$ cat src/rtl/pwr_sup_pkg.sv
// Shared encodings for the power-fail supervisor.
// Assumes the host writes one register per strobe.
package pwr_sup_pkg;
    localparam int DATA_W   = 7;
    localparam int RUN_BIT  = 0;
    localparam int IRQE_BIT = 1;
    localparam int TSE_BIT  = 2;
    localparam int CLR_BIT  = 0;
    localparam int MODE_BIT = 6;

    typedef enum logic [1:0] {
        SEL_CTRL = 2'd0,
        SEL_STAT = 2'd1,
        SEL_DEBN = 2'd2,
        SEL_NONE = 2'd3
    } wsel_e;

    typedef enum logic [1:0] {
        LK_OPEN   = 2'd0,
        LK_HELD   = 2'd1,
        LK_SETTLE = 2'd2
    } lock_st_e;
endpackage

$ cat src/rtl/pwr_status.sv
// Status flags: oscillator-fail, run bit, battery mode, low battery, interrupt.
// Assumes all inputs are synchronous to clk.
module pwr_status
    import pwr_sup_pkg::*;
(
    input  logic              clk,
    input  logic              rst_n,
    input  logic              ctrl_wr,
    input  logic              stat_wr,
    input  logic [DATA_W-1:0] wr_data,
    input  logic              pwr_fail,
    input  logic              on_battery,
    input  logic              batt_low,
    output logic              osc_fail,
    output logic              clk_run,
    output logic              irq_en,
    output logic              batt_mode,
    output logic              low_batt,
    output logic              pf_irq
);
    logic pf_q;
    logic pf_rise;

    assign pf_rise = pwr_fail & ~pf_q;

    // Control bits and the sticky oscillator-fail flag.
    always_ff @(posedge clk) begin
        if (!rst_n) begin
            osc_fail <= 1'b1;
            clk_run  <= 1'b0;
            irq_en   <= 1'b0;
        end else if (ctrl_wr) begin
            clk_run <= wr_data[RUN_BIT];
            irq_en  <= wr_data[IRQE_BIT];
            if (wr_data[RUN_BIT]) begin
                osc_fail <= 1'b0;
            end
        end
    end

    // Battery-mode bit, loaded by status writes only.
    always_ff @(posedge clk) begin
        if (!rst_n) begin
            batt_mode <= 1'b0;
        end else if (stat_wr) begin
            batt_mode <= wr_data[MODE_BIT];
        end
    end

    // Low-battery flag, gated by the enable and the main supply.
    always_ff @(posedge clk) begin
        if (!rst_n) begin
            low_batt <= 1'b0;
        end else begin
            low_batt <= irq_en & ~on_battery & batt_low;
        end
    end

    // Edge memory and the level interrupt with write-one-to-clear.
    always_ff @(posedge clk) begin
        if (!rst_n) begin
            pf_q   <= 1'b0;
            pf_irq <= 1'b0;
        end else begin
            pf_q <= pwr_fail;
            if (pf_rise && irq_en) begin
                pf_irq <= 1'b1;
            end else if (stat_wr && wr_data[CLR_BIT]) begin
                pf_irq <= 1'b0;
            end
        end
    end
endmodule

$ cat src/rtl/pwr_lockout.sv
// Bus lockout with a tick-counted release after power returns.
// Assumes tick is a single-cycle pulse; a reasserted fail restarts the count.
module pwr_lockout
    import pwr_sup_pkg::*;
#(
    parameter int LIM_MIN = 30,
    parameter int LIM_MAX = 63,
    localparam int CNT_W  = $clog2(LIM_MAX + 1)
) (
    input  logic             clk,
    input  logic             rst_n,
    input  logic             tick,
    input  logic             pwr_fail,
    input  logic             lim_wr,
    input  logic [CNT_W-1:0] lim_data,
    output logic             bus_lock
);
    localparam logic [CNT_W-1:0] MIN_V = CNT_W'(LIM_MIN);

    lock_st_e         st;
    logic [CNT_W-1:0] cnt;
    logic [CNT_W-1:0] limit;
    logic [CNT_W:0]   cnt_nx;

    assign cnt_nx   = {1'b0, cnt} + 1'b1;
    assign bus_lock = (st != LK_OPEN);

    // Programmable limit with a lower clamp.
    always_ff @(posedge clk) begin
        if (!rst_n) begin
            limit <= MIN_V;
        end else if (lim_wr) begin
            limit <= (lim_data < MIN_V) ? MIN_V : lim_data;
        end
    end

    // Lockout state and the debounce counter.
    always_ff @(posedge clk) begin
        if (!rst_n) begin
            st  <= LK_OPEN;
            cnt <= '0;
        end else if (pwr_fail) begin
            st  <= LK_HELD;
            cnt <= '0;
        end else begin
            case (st)
                LK_HELD: begin
                    st  <= LK_SETTLE;
                    cnt <= '0;
                end
                LK_SETTLE: begin
                    if (tick) begin
                        if (cnt_nx >= {1'b0, limit}) begin
                            st  <= LK_OPEN;
                            cnt <= '0;
                        end else begin
                            cnt <= cnt_nx[CNT_W-1:0];
                        end
                    end
                end
                default: begin
                    st  <= LK_OPEN;
                    cnt <= '0;
                end
            endcase
        end
    end
endmodule

$ cat src/rtl/pwr_timesave.sv
// Time-save enable and save registers tracking the live time fields.
// Assumes live_time is stable in cycles where time_upd is high.
module pwr_timesave #(
    parameter int FIELD_W  = 8,
    parameter int N_FIELDS = 5,
    localparam int TIME_W  = FIELD_W * N_FIELDS
) (
    input  logic              clk,
    input  logic              rst_n,
    input  logic              ctrl_wr,
    input  logic              ts_data,
    input  logic              on_battery,
    input  logic              time_upd,
    input  logic [TIME_W-1:0] live_time,
    output logic              ts_en,
    output logic [TIME_W-1:0] save_time
);
    logic batt_q;
    logic batt_rise;

    assign batt_rise = on_battery & ~batt_q;

    // Enable: switch to battery clears it ahead of any write.
    always_ff @(posedge clk) begin
        if (!rst_n) begin
            batt_q <= 1'b0;
            ts_en  <= 1'b0;
        end else begin
            batt_q <= on_battery;
            if (batt_rise) begin
                ts_en <= 1'b0;
            end else if (ctrl_wr) begin
                ts_en <= ts_data;
            end
        end
    end

    for (genvar f = 0; f < N_FIELDS; f++) begin : g_field
        // One save field copying its live counter on enabled updates.
        always_ff @(posedge clk) begin
            if (!rst_n) begin
                save_time[f*FIELD_W +: FIELD_W] <= '0;
            end else if (ts_en && time_upd) begin
                save_time[f*FIELD_W +: FIELD_W] <= live_time[f*FIELD_W +: FIELD_W];
            end
        end
    end
endmodule

$ cat src/rtl/pwr_supervisor.sv
// Top: register write decode plus status, lockout and time-save units.
// Assumes comparators and supply switch deliver synchronous levels.
module pwr_supervisor
    import pwr_sup_pkg::*;
#(
    parameter int FIELD_W  = 8,
    parameter int N_FIELDS = 5,
    parameter int LIM_MIN  = 30,
    parameter int LIM_MAX  = 63,
    localparam int TIME_W  = FIELD_W * N_FIELDS,
    localparam int CNT_W   = $clog2(LIM_MAX + 1)
) (
    input  logic              clk,
    input  logic              rst_n,
    input  logic              tick_1ms,
    input  logic              pwr_fail,
    input  logic              on_battery,
    input  logic              batt_low,
    input  logic              wr_en,
    input  logic [1:0]        wr_sel,
    input  logic [DATA_W-1:0] wr_data,
    input  logic              time_upd,
    input  logic [TIME_W-1:0] live_time,
    output logic              osc_fail,
    output logic              clk_run,
    output logic              batt_mode,
    output logic              low_batt,
    output logic              pf_irq,
    output logic              bus_lock,
    output logic              ts_en,
    output logic [TIME_W-1:0] save_time
);
    wsel_e sel;
    logic  ctrl_wr, stat_wr, debn_wr;
    logic  irq_en;

    // Write decode into per-register strobes.
    always_comb begin
        sel     = wsel_e'(wr_sel);
        ctrl_wr = wr_en && (sel == SEL_CTRL);
        stat_wr = wr_en && (sel == SEL_STAT);
        debn_wr = wr_en && (sel == SEL_DEBN);
    end

    pwr_status u_status (
        .clk        (clk),
        .rst_n      (rst_n),
        .ctrl_wr    (ctrl_wr),
        .stat_wr    (stat_wr),
        .wr_data    (wr_data),
        .pwr_fail   (pwr_fail),
        .on_battery (on_battery),
        .batt_low   (batt_low),
        .osc_fail   (osc_fail),
        .clk_run    (clk_run),
        .irq_en     (irq_en),
        .batt_mode  (batt_mode),
        .low_batt   (low_batt),
        .pf_irq     (pf_irq)
    );

    pwr_lockout #(
        .LIM_MIN (LIM_MIN),
        .LIM_MAX (LIM_MAX)
    ) u_lock (
        .clk      (clk),
        .rst_n    (rst_n),
        .tick     (tick_1ms),
        .pwr_fail (pwr_fail),
        .lim_wr   (debn_wr),
        .lim_data (wr_data[CNT_W-1:0]),
        .bus_lock (bus_lock)
    );

    pwr_timesave #(
        .FIELD_W  (FIELD_W),
        .N_FIELDS (N_FIELDS)
    ) u_ts (
        .clk        (clk),
        .rst_n      (rst_n),
        .ctrl_wr    (ctrl_wr),
        .ts_data    (wr_data[TSE_BIT]),
        .on_battery (on_battery),
        .time_upd   (time_upd),
        .live_time  (live_time),
        .ts_en      (ts_en),
        .save_time  (save_time)
    );
endmodule

$ cat config.mk
export PLATFORM = sky130hd
export DESIGN_NAME = pwr_supervisor
export DESIGN_NICKNAME = d
export VERILOG_FILES = /design/src/rtl/pwr_sup_pkg.sv /design/src/rtl/pwr_status.sv /design/src/rtl/pwr_lockout.sv /design/src/rtl/pwr_timesave.sv /design/src/rtl/pwr_supervisor.sv
export SDC_FILE = /design/constraint.sdc
export NUM_CORES = 1
export LEC_CHECK = 0
export ABC_AREA = 1
export BUFFER_PORTS_ARGS = -buffer_cell sky130_fd_sc_hd__buf_4
export CORE_MARGIN = 2
export CORE_UTILIZATION = 50
export DETAILED_ROUTE_END_ITERATION = 6
export GPL_TIMING_DRIVEN = 0
export PLACE_DENSITY = 0.81
export SYNTH_ARGS = -nofsm -noshare
export SYNTH_HDL_FRONTEND = slang
export SYNTH_HIERARCHICAL = 1
export SYNTH_SLANG_ARGS = --single-unit
$ cat constraint.sdc
create_clock -name clk -period 2.6 [get_ports clk]
set_input_delay 0.52 -clock clk [delete_from_list [all_inputs] [get_ports clk]]
set_output_delay 0.52 -clock clk [all_outputs]
set_load 0.03 [all_outputs]
==> flow_summary.ini, run 1 <==
[logic_synthesis]
most_used_flip_flop_cell_after_synthesis = sky130_fd_sc_hd__dfxtp_1
netlist-cell-type-count = 26
synth_async_sr_flop_share = 0
synthesized_net_count = 477
synth.yosys.seq_area_share = 0.451
syn_inst = 413
synth-edff-count = 0
ys.warnings.count = 6
synth_top_area_frac = 0.451
synth.cell_area_um2 = 2800
postSynthAreaPerCell_um2 = 6.78
synth_area_leaders = sky130_fd_sc_hd__dfxtp_1 (45%), sky130_fd_sc_hd__nand2_1 (17%), sky130_fd_sc_hd__nor2_1 (12%)
largest_area_contributor_in_the_synthesized_netlist = sky130_fd_sc_hd__dfxtp_1
ys_seq_elements = 63

[timing]
report.final.slew_viol_count = 0
timing_hold_violations_final = 0
grt_setup_unrepaired = no
worst_rel_slew_slack = 0.680
achievable-frequency_mhz = 540
worst_slew_pin_slew_ns = 0.478
min_period_over_period = 0.712
timing.setup.tns_ns = 0
timing.hold.ws_ns = 0.372
final.setup_skew_ns = 0.0103
period_minus_slack_ns = 1.85
setup_violations = 0
finalWorstSetupSlack_ns = 0.749

[pwr]
power.clock.fraction = 0.359
maximum_vdd_drop_mv = 0.437
power.density_cell_area_nw_per_um2 = 502
power.share.switching = 0.256
power_frac_comb = 0.117
switching_power_uw = 490
internal_power_uw = 1420
p_leak_uw = 0.00213
power.share.sequential = 0.523

[setup_path]
worstPathMaxFanout = 7
cp-start-kind = register
logic_depth_of_the_worst_register_to_register_path = 11
critPathMaxStageDelay_ns = 0.41
required_ns = 2.86
worst_setup_path_end_kind = register
critical_path.slowest_cell = sky130_fd_sc_hd__dfxtp_1
crit_chain = ha_1 -> nand3_2 -> xor2_1 -> ha_1 -> nand3_1 -> nand2_1 -> nor2_1 -> nand2_1 -> nand2_2 -> nand2_4 -> nor2_1
cp_data_arrival_time_ns = 2.11
criticalPathCategory = register to register

[hold_path]
min_delay_path_depth = 2
hold_path.class = input pin to register

[cts]
cts.reportedPaths.clkPinSlew_ns = 0.07
cts_repair_resize_count = 0
htree_num_levels = 3
post_cts_hold_buffer_count = 0
clk_path_buf_depth = 2
cts_tree = built
clk_root_buffer_cell = sky130_fd_sc_hd__clkbuf_8
tritoncts.num_buffers = 9
cts.repair_timing.setup_buffer_count = 0
clkSinkCount = 63
clk-insertion-delay-late_ns = 0.33

[placement]
place_worst_setup_slack_ns = 0.755
placement.io_buffers = 102
place.gp.congestion = 0.803
dp_hpwl_mm = 4.74

[die]
start_util = 0.511
core-area_um2 = 5470
top_level_ports = 104
floorplan.die.height_um = 78.8
placement_rows = 27
die_outline_area_um2 = 6210
die_x_um = 78.8

[layout]
antenna-diode-count = 0
multiInputGateArea_um2 = 1200
final.fill_count = 480
drive_above_1_share = 0.284
layout-area-overhead-vs-synth_pct = 36.0
seqCellArea_um2 = 1260
finalNetCount = 590

[global_routing]
overflow = 0
antenna_found_initial = 0
grt_usage = 0.204
grt_start_max_net_pins = 14
first_global_vias = 2348
grt_pass1_wl_mm = 10.1

[route]
drtAntennaViolNets = 0
via_per_inst = 4.41
route.final.wire_length_mm = 6.26
route.vias.total = 2650
post_drt_wl_per_cell_um = 10.4
drc = 0
first_iter_violations = 150
drt_first_pass_iters = 5

[run]
max_cap_violations = 0

[status]
outcome = complete, no violations
==> metrics by stage <==
stage / cells / total power [uW] / util / cell area (um2)
2_1_floorplan: 413 / 1130 / - / 2800
3_3_place_gp: 587 / 1240 / 0.668 / 3650
3_5_place_dp: 587 / 1250 / 0.668 / 3650
4_1_cts: 601 / 1930 / 0.695 / 3810
5_1_grt: 601 / 2000 / 0.695 / 3810
6_report: 601 / 1910 / 0.695 / 3810
==> worst max-delay path, delay by kind of cell, from the launching register on <==
family | cells | cell delay (ns)
AND/OR/NAND/NOR | 8 | 0.67
adder cells (fa/ha/maj) | 2 | 0.51
flip-flops | 1 | 0.41
XOR/XNOR | 1 | 0.19
==> path summary, 6_finish.rpt <==
kind | slack, ns | startpoint | endpoint
max reg2reg | 0.75 | u_lock/cnt[0] | u_lock/cnt[4]
min reg2reg | 0.46 | u_status/osc_fail | u_status/osc_fail
max | 0.75 | u_lock/cnt[0] | u_lock/cnt[4]
min | 0.37 | on_battery | u_status/low_batt
==> routing by layer <==
metal | share of wire | GRT usage | up-vias
met2 | 0.49 | 0.336 | 75
met1 | 0.44 | 0.249 | 1132
met5 | 0 | 0 | -
met3 | 0.053 | 0.0511 | 12
met4 | 0.023 | 0.0966 | 0
li1 | - | - | 1431
==> state kept, by name, indices dropped and copies added, names as in the netlist <==
signal and cells:
u_status/batt_mode 1, u_ts/ts_en 1, u_status/osc_fail 1, u_status/pf_q 1, u_status/clk_run 1, u_ts/save_time 40
u_lock/st 2, u_lock/cnt 6, u_ts/batt_q 1, u_status/irq_en 1, u_status/low_batt 1, u_lock/limit 6
u_status/pf_irq 1
==> final cells by class <==
class | instances | share of cell area
plain buffers | 14 | 0.0191
clock buffers | 9 | 0.0325
clock inverters | 5 | 0.00723
inverters | 71 | 0.0700
multi-input cells | 265 | 0.315
flip-flops and latches | 63 | 0.331
well taps | 72 | 0.0237
repair buffers | 102 | 0.201
==> power by group through the flow <==
stage / combinational (uW) / clock (uW) / sequential (uW)
2_1_floorplan: 74.9 / 0 / 1050
3_3_place_gp: 221 / 0 / 1020
3_5_place_dp: 225 / 0 / 1020
4_1_cts: 226 / 705 / 1000
5_1_grt: 245 / 748 / 1000
6_report: 224 / 686 / 1000
==> cell usage after synthesis, types with 2 or more instances <==
cell type and n:
sky130_fd_sc_hd__nor2_2 6, sky130_fd_sc_hd__xor2_1 3, sky130_fd_sc_hd__inv_2 2, sky130_fd_sc_hd__o21ai_0 5, sky130_fd_sc_hd__nand3_2 2, sky130_fd_sc_hd__buf_2 13
sky130_fd_sc_hd__ha_1 7, sky130_fd_sc_hd__nand2_2 4, sky130_fd_sc_hd__nor3_2 2, sky130_fd_sc_hd__nand3_1 4, sky130_fd_sc_hd__inv_1 69, sky130_fd_sc_hd__nor2_1 90
sky130_fd_sc_hd__a21oi_1 6, sky130_fd_sc_hd__o22ai_1 3, sky130_fd_sc_hd__dfxtp_1 63, sky130_fd_sc_hd__nand2_1 124
==> cells by family (layout without fill, tap and decap cells) <==
group | count (synthesis) | in the layout | synth area share
muxes | 1 | 1 | 0.00358
and+or+nand+nor | 236 | 236 | 0.347
xor gates and xnor gates | 4 | 4 | 0.0125
buffers and inverters | 85 | 201 | 0.121
AOI/OAI and AO/OA | 17 | 17 | 0.0340
DFF | 63 | 63 | 0.451
adders and majority gates | 7 | 7 | 0.0313
==> placed cells by master (no fill, tap or decap) <==
| cell type | count |
|---|---|
| sky130_fd_sc_hd__nand2_4 | 1 |
| sky130_fd_sc_hd__o21ai_0 | 5 |
| sky130_fd_sc_hd__inv_1 | 69 |
| sky130_fd_sc_hd__clkinvlp_4 | 1 |
| sky130_fd_sc_hd__or2_2 | 1 |
| sky130_fd_sc_hd__mux2i_1 | 1 |
| sky130_fd_sc_hd__dfxtp_1 | 63 |
| sky130_fd_sc_hd__nand3_2 | 2 |
| sky130_fd_sc_hd__o22ai_1 | 3 |
| sky130_fd_sc_hd__o21ai_2 | 1 |
| sky130_fd_sc_hd__ha_1 | 7 |
| sky130_fd_sc_hd__buf_2 | 13 |
| sky130_fd_sc_hd__nor2_2 | 6 |
| sky130_fd_sc_hd__o21ai_1 | 1 |
| sky130_fd_sc_hd__nor3_2 | 2 |
| sky130_fd_sc_hd__xnor2_1 | 1 |
| sky130_fd_sc_hd__inv_2 | 2 |
| sky130_fd_sc_hd__nor4_4 | 1 |
| sky130_fd_sc_hd__buf_4 | 103 |
| sky130_fd_sc_hd__nand3_1 | 4 |
| sky130_fd_sc_hd__xor2_1 | 3 |
| sky130_fd_sc_hd__clkinv_2 | 4 |
| sky130_fd_sc_hd__clkbuf_8 | 9 |
| sky130_fd_sc_hd__nand2_1 | 124 |
| sky130_fd_sc_hd__nand2_2 | 4 |
| sky130_fd_sc_hd__and3_1 | 1 |
| sky130_fd_sc_hd__a21oi_1 | 6 |
| sky130_fd_sc_hd__nor2_1 | 90 |
| sky130_fd_sc_hd__o21bai_1 | 1 |
Note: power is estimated with default switching activity, not from simulation.
==> run 2, diff against run 1 <==
--- a/config.mk
+++ b/config.mk
@@ -8,10 +8,10 @@
 export ABC_AREA = 1
 export BUFFER_PORTS_ARGS = -buffer_cell sky130_fd_sc_hd__buf_4
 export CORE_MARGIN = 2
-export CORE_UTILIZATION = 50
+export CORE_UTILIZATION = 44
 export DETAILED_ROUTE_END_ITERATION = 6
 export GPL_TIMING_DRIVEN = 0
-export PLACE_DENSITY = 0.81
+export PLACE_DENSITY = 0.75
 export SYNTH_ARGS = -nofsm -noshare
 export SYNTH_HDL_FRONTEND = slang
 export SYNTH_HIERARCHICAL = 1
==> constraint.sdc (replaced) <==
create_clock -name clk -period 1.5 [get_ports clk]
set_input_delay 0.3 -clock clk [delete_from_list [all_inputs] [get_ports clk]]
set_output_delay 0.3 -clock clk [all_outputs]
set_load 0.03 [all_outputs]
==> run 2 against run 1 <==
Effect of this change:
- die area rose by 13%
- routed wire length rose by 11%
- the flow now finishes with violations (negative setup slack)
- critical path depth fell by 1
==> flow_summary.ini, run 2 (same netlist as run 1, synthesis figures left out) <==
[setup_path]
reg2reg_slack_ns = -0.21
logic_depth_of_the_worst_register_to_register_path = 10
required_ns = 1.76
worstPathMaxFanout = 7
criticalPathCategory = register to register
cp_data_arrival_time_ns = 1.97
critical_path.reg2reg.startpoint = u_lock/cnt[0]
cp-start-kind = register
regToRegEndpoint = u_lock/cnt[4]
worst_setup_path_end_kind = register

[timing]
achievable-frequency_mhz = 585
grt_setup_unrepaired = yes
timing_hold_violations_final = 0
min_period_over_period = 1.14
report.final.slew_viol_count = 0
finalWorstSetupSlack_ns = -0.210
setup_violations = 7
final.setup_skew_ns = 0.00902
period_minus_slack_ns = 1.71
worst_rel_slew_slack = 0.659
worst_slew_pin_slew_ns = 0.510

[placement]
place.gp.congestion = 0.770
dp_hpwl_mm = 5.06
placement.io_buffers = 102

[cts]
htree_num_levels = 3
cts_tree = built
clkSinkCount = 63
post_cts_hold_buffer_count = 0
clk_path_buf_depth = 2
cts.reportedPaths.clkPinSlew_ns = 0.07
tritoncts.num_buffers = 9
clk-insertion-delay-late_ns = 0.33
clk_root_buffer_cell = sky130_fd_sc_hd__clkbuf_8

[global_routing]
grt_usage = 0.201
grt_pass1_wl_mm = 11.4
first_global_vias = 2614
overflow = 0
grt_start_max_net_pins = 14
antenna_found_initial = 0

[layout]
largest_reg_flops = 40
fin_util = 0.641
final.fill_count = 566
layout-area-overhead-vs-synth_pct = 42.8
multiInputGateArea_um2 = 1280
antenna-diode-count = 0
most-common-layout-cells = sky130_fd_sc_hd__nand2_1 (124), sky130_fd_sc_hd__buf_4 (109), sky130_fd_sc_hd__nor2_1 (89), sky130_fd_sc_hd__inv_1 (69), sky130_fd_sc_hd__dfxtp_1 (59)
layout_commonest_cell = sky130_fd_sc_hd__nand2_1
biggestRegsByFlops = u_ts/save_time: 40 flops, u_lock/cnt: 6 flops, u_lock/limit: 6 flops
seqCellArea_um2 = 1280
finalNetCount = 596
max_flop_register = u_ts/save_time
drive_above_1_share = 0.315

[run]
max_cap_violations = 0

[die]
die_x_um = 83.8
top_level_ports = 104
die_outline_area_um2 = 7010
floorplan.die.height_um = 83.8
start_util = 0.448
core-area_um2 = 6240
placement_rows = 29

[route]
drt_first_pass_iters = 4
first_iter_violations = 86
drc = 0
via_per_inst = 4.40
post_drt_wl_per_cell_um = 11.3
route.vias.total = 2700
drtAntennaViolNets = 0
route.final.wire_length_mm = 6.97

[pwr]
total_power_uw = 3580
maximum_vdd_drop_mv = 0.644
p_leak_uw = 0.00219
power.density_cell_area_nw_per_um2 = 895

[hold_path]
min_delay_path_depth = 2
min_to = u_status/low_batt
min-delay-start = on_battery
hold_path.class = input pin to register

[status]
violations = negative setup slack
outcome = complete, but fails checks
## run 2: changes by cell type in the layout (fill, tap and decap cells not counted), sizes merged
cell / previous run / this run
clkinvlp: 1 / 2
buf: 116 / 122
clkinv: 4 / 3
bufinv: 0 / 1
clkbuf: 9 / 10
## run 2: worst max-delay path: stages (launching register included)
cell and delay, ns:
sky130_fd_sc_hd__dfxtp_4 0.38, sky130_fd_sc_hd__ha_4 0.15, sky130_fd_sc_hd__nand3_4 0.07, sky130_fd_sc_hd__xor2_2 0.16, sky130_fd_sc_hd__ha_1 0.29, sky130_fd_sc_hd__and3_1 0.17, sky130_fd_sc_hd__nand2_1 0.05, sky130_fd_sc_hd__nand2_1 0.06
sky130_fd_sc_hd__nand2_2 0.08, sky130_fd_sc_hd__nand2_4 0.11, sky130_fd_sc_hd__nor2_2 0.13
## run 2: what timing repair did
item / 4_1_cts / 5_1_grt
resized for setup: 8 / 5
endpoints found under the setup margin: 7 / 7
setup buffers: 5 / 1
pin swaps: 6 / 1
cloned: 0 / 0
## run 2: layout make-up
class                   instances  area share
plain buffers                  14      0.0182
well taps                      77      0.0241
multi-input cells             265       0.320
flip-flops and latches         63       0.319
repair buffers                108       0.203
clock inverters                 6      0.0150
inverters                      71      0.0667
clock buffers                  10      0.0344
## run 2: per-layer routing
layer  vias to the layer above  global-route usage  part of all wire
met5                         -                   0                 0
met4                         0              0.0777             0.011
met3                         6              0.0445             0.041
met2                        48               0.378              0.54
met1                      1210               0.218              0.41
li1                       1436                   -                 -
## run 2: worst max path at each step
stage	start	endpoint	slack, ns	depth (start not counted)
after CTS	u_lock/cnt[0]	u_lock/st[1]	-0.19	10
after floorplan	u_lock/cnt[0]	u_lock/cnt[4]	-0.08	10
after global routing	u_lock/cnt[0]	u_lock/cnt[4]	-0.30	13
final	u_lock/cnt[0]	u_lock/cnt[4]	-0.21	10
after detailed placement	u_lock/cnt[0]	u_lock/cnt[4]	-0.23	10
after global placement	u_lock/cnt[0]	u_lock/cnt[4]	-0.20	12
## run 2: per-stage QoR
step	setup WS (ns)	area [um2]	std cells	hold slack (ns)	setup TNS, ns
3_3_place_gp	-0.199	3690	592	0.440	-1.27
6_report	-0.210	4000	614	0.162	-1.39
5_1_grt	-0.300	4000	614	0.154	-1.97
3_5_place_dp	-0.227	3690	592	0.454	-1.54
4_1_cts	-0.186	3970	613	0.145	-1.25
2_1_floorplan	-0.0803	2830	413	0.369	-0.465
## run 2: power by group
| part | internal (uW) | leakage, uW | switching, uW |
|---|---|---|---|
| Clock | 804 | 0.0000981 | 653 |
| Combinational | 183 | 0.00158 | 211 |
| Sequential | 1710 | 0.000514 | 21.0 |
| Total | 2690 | 0.00219 | 885 |
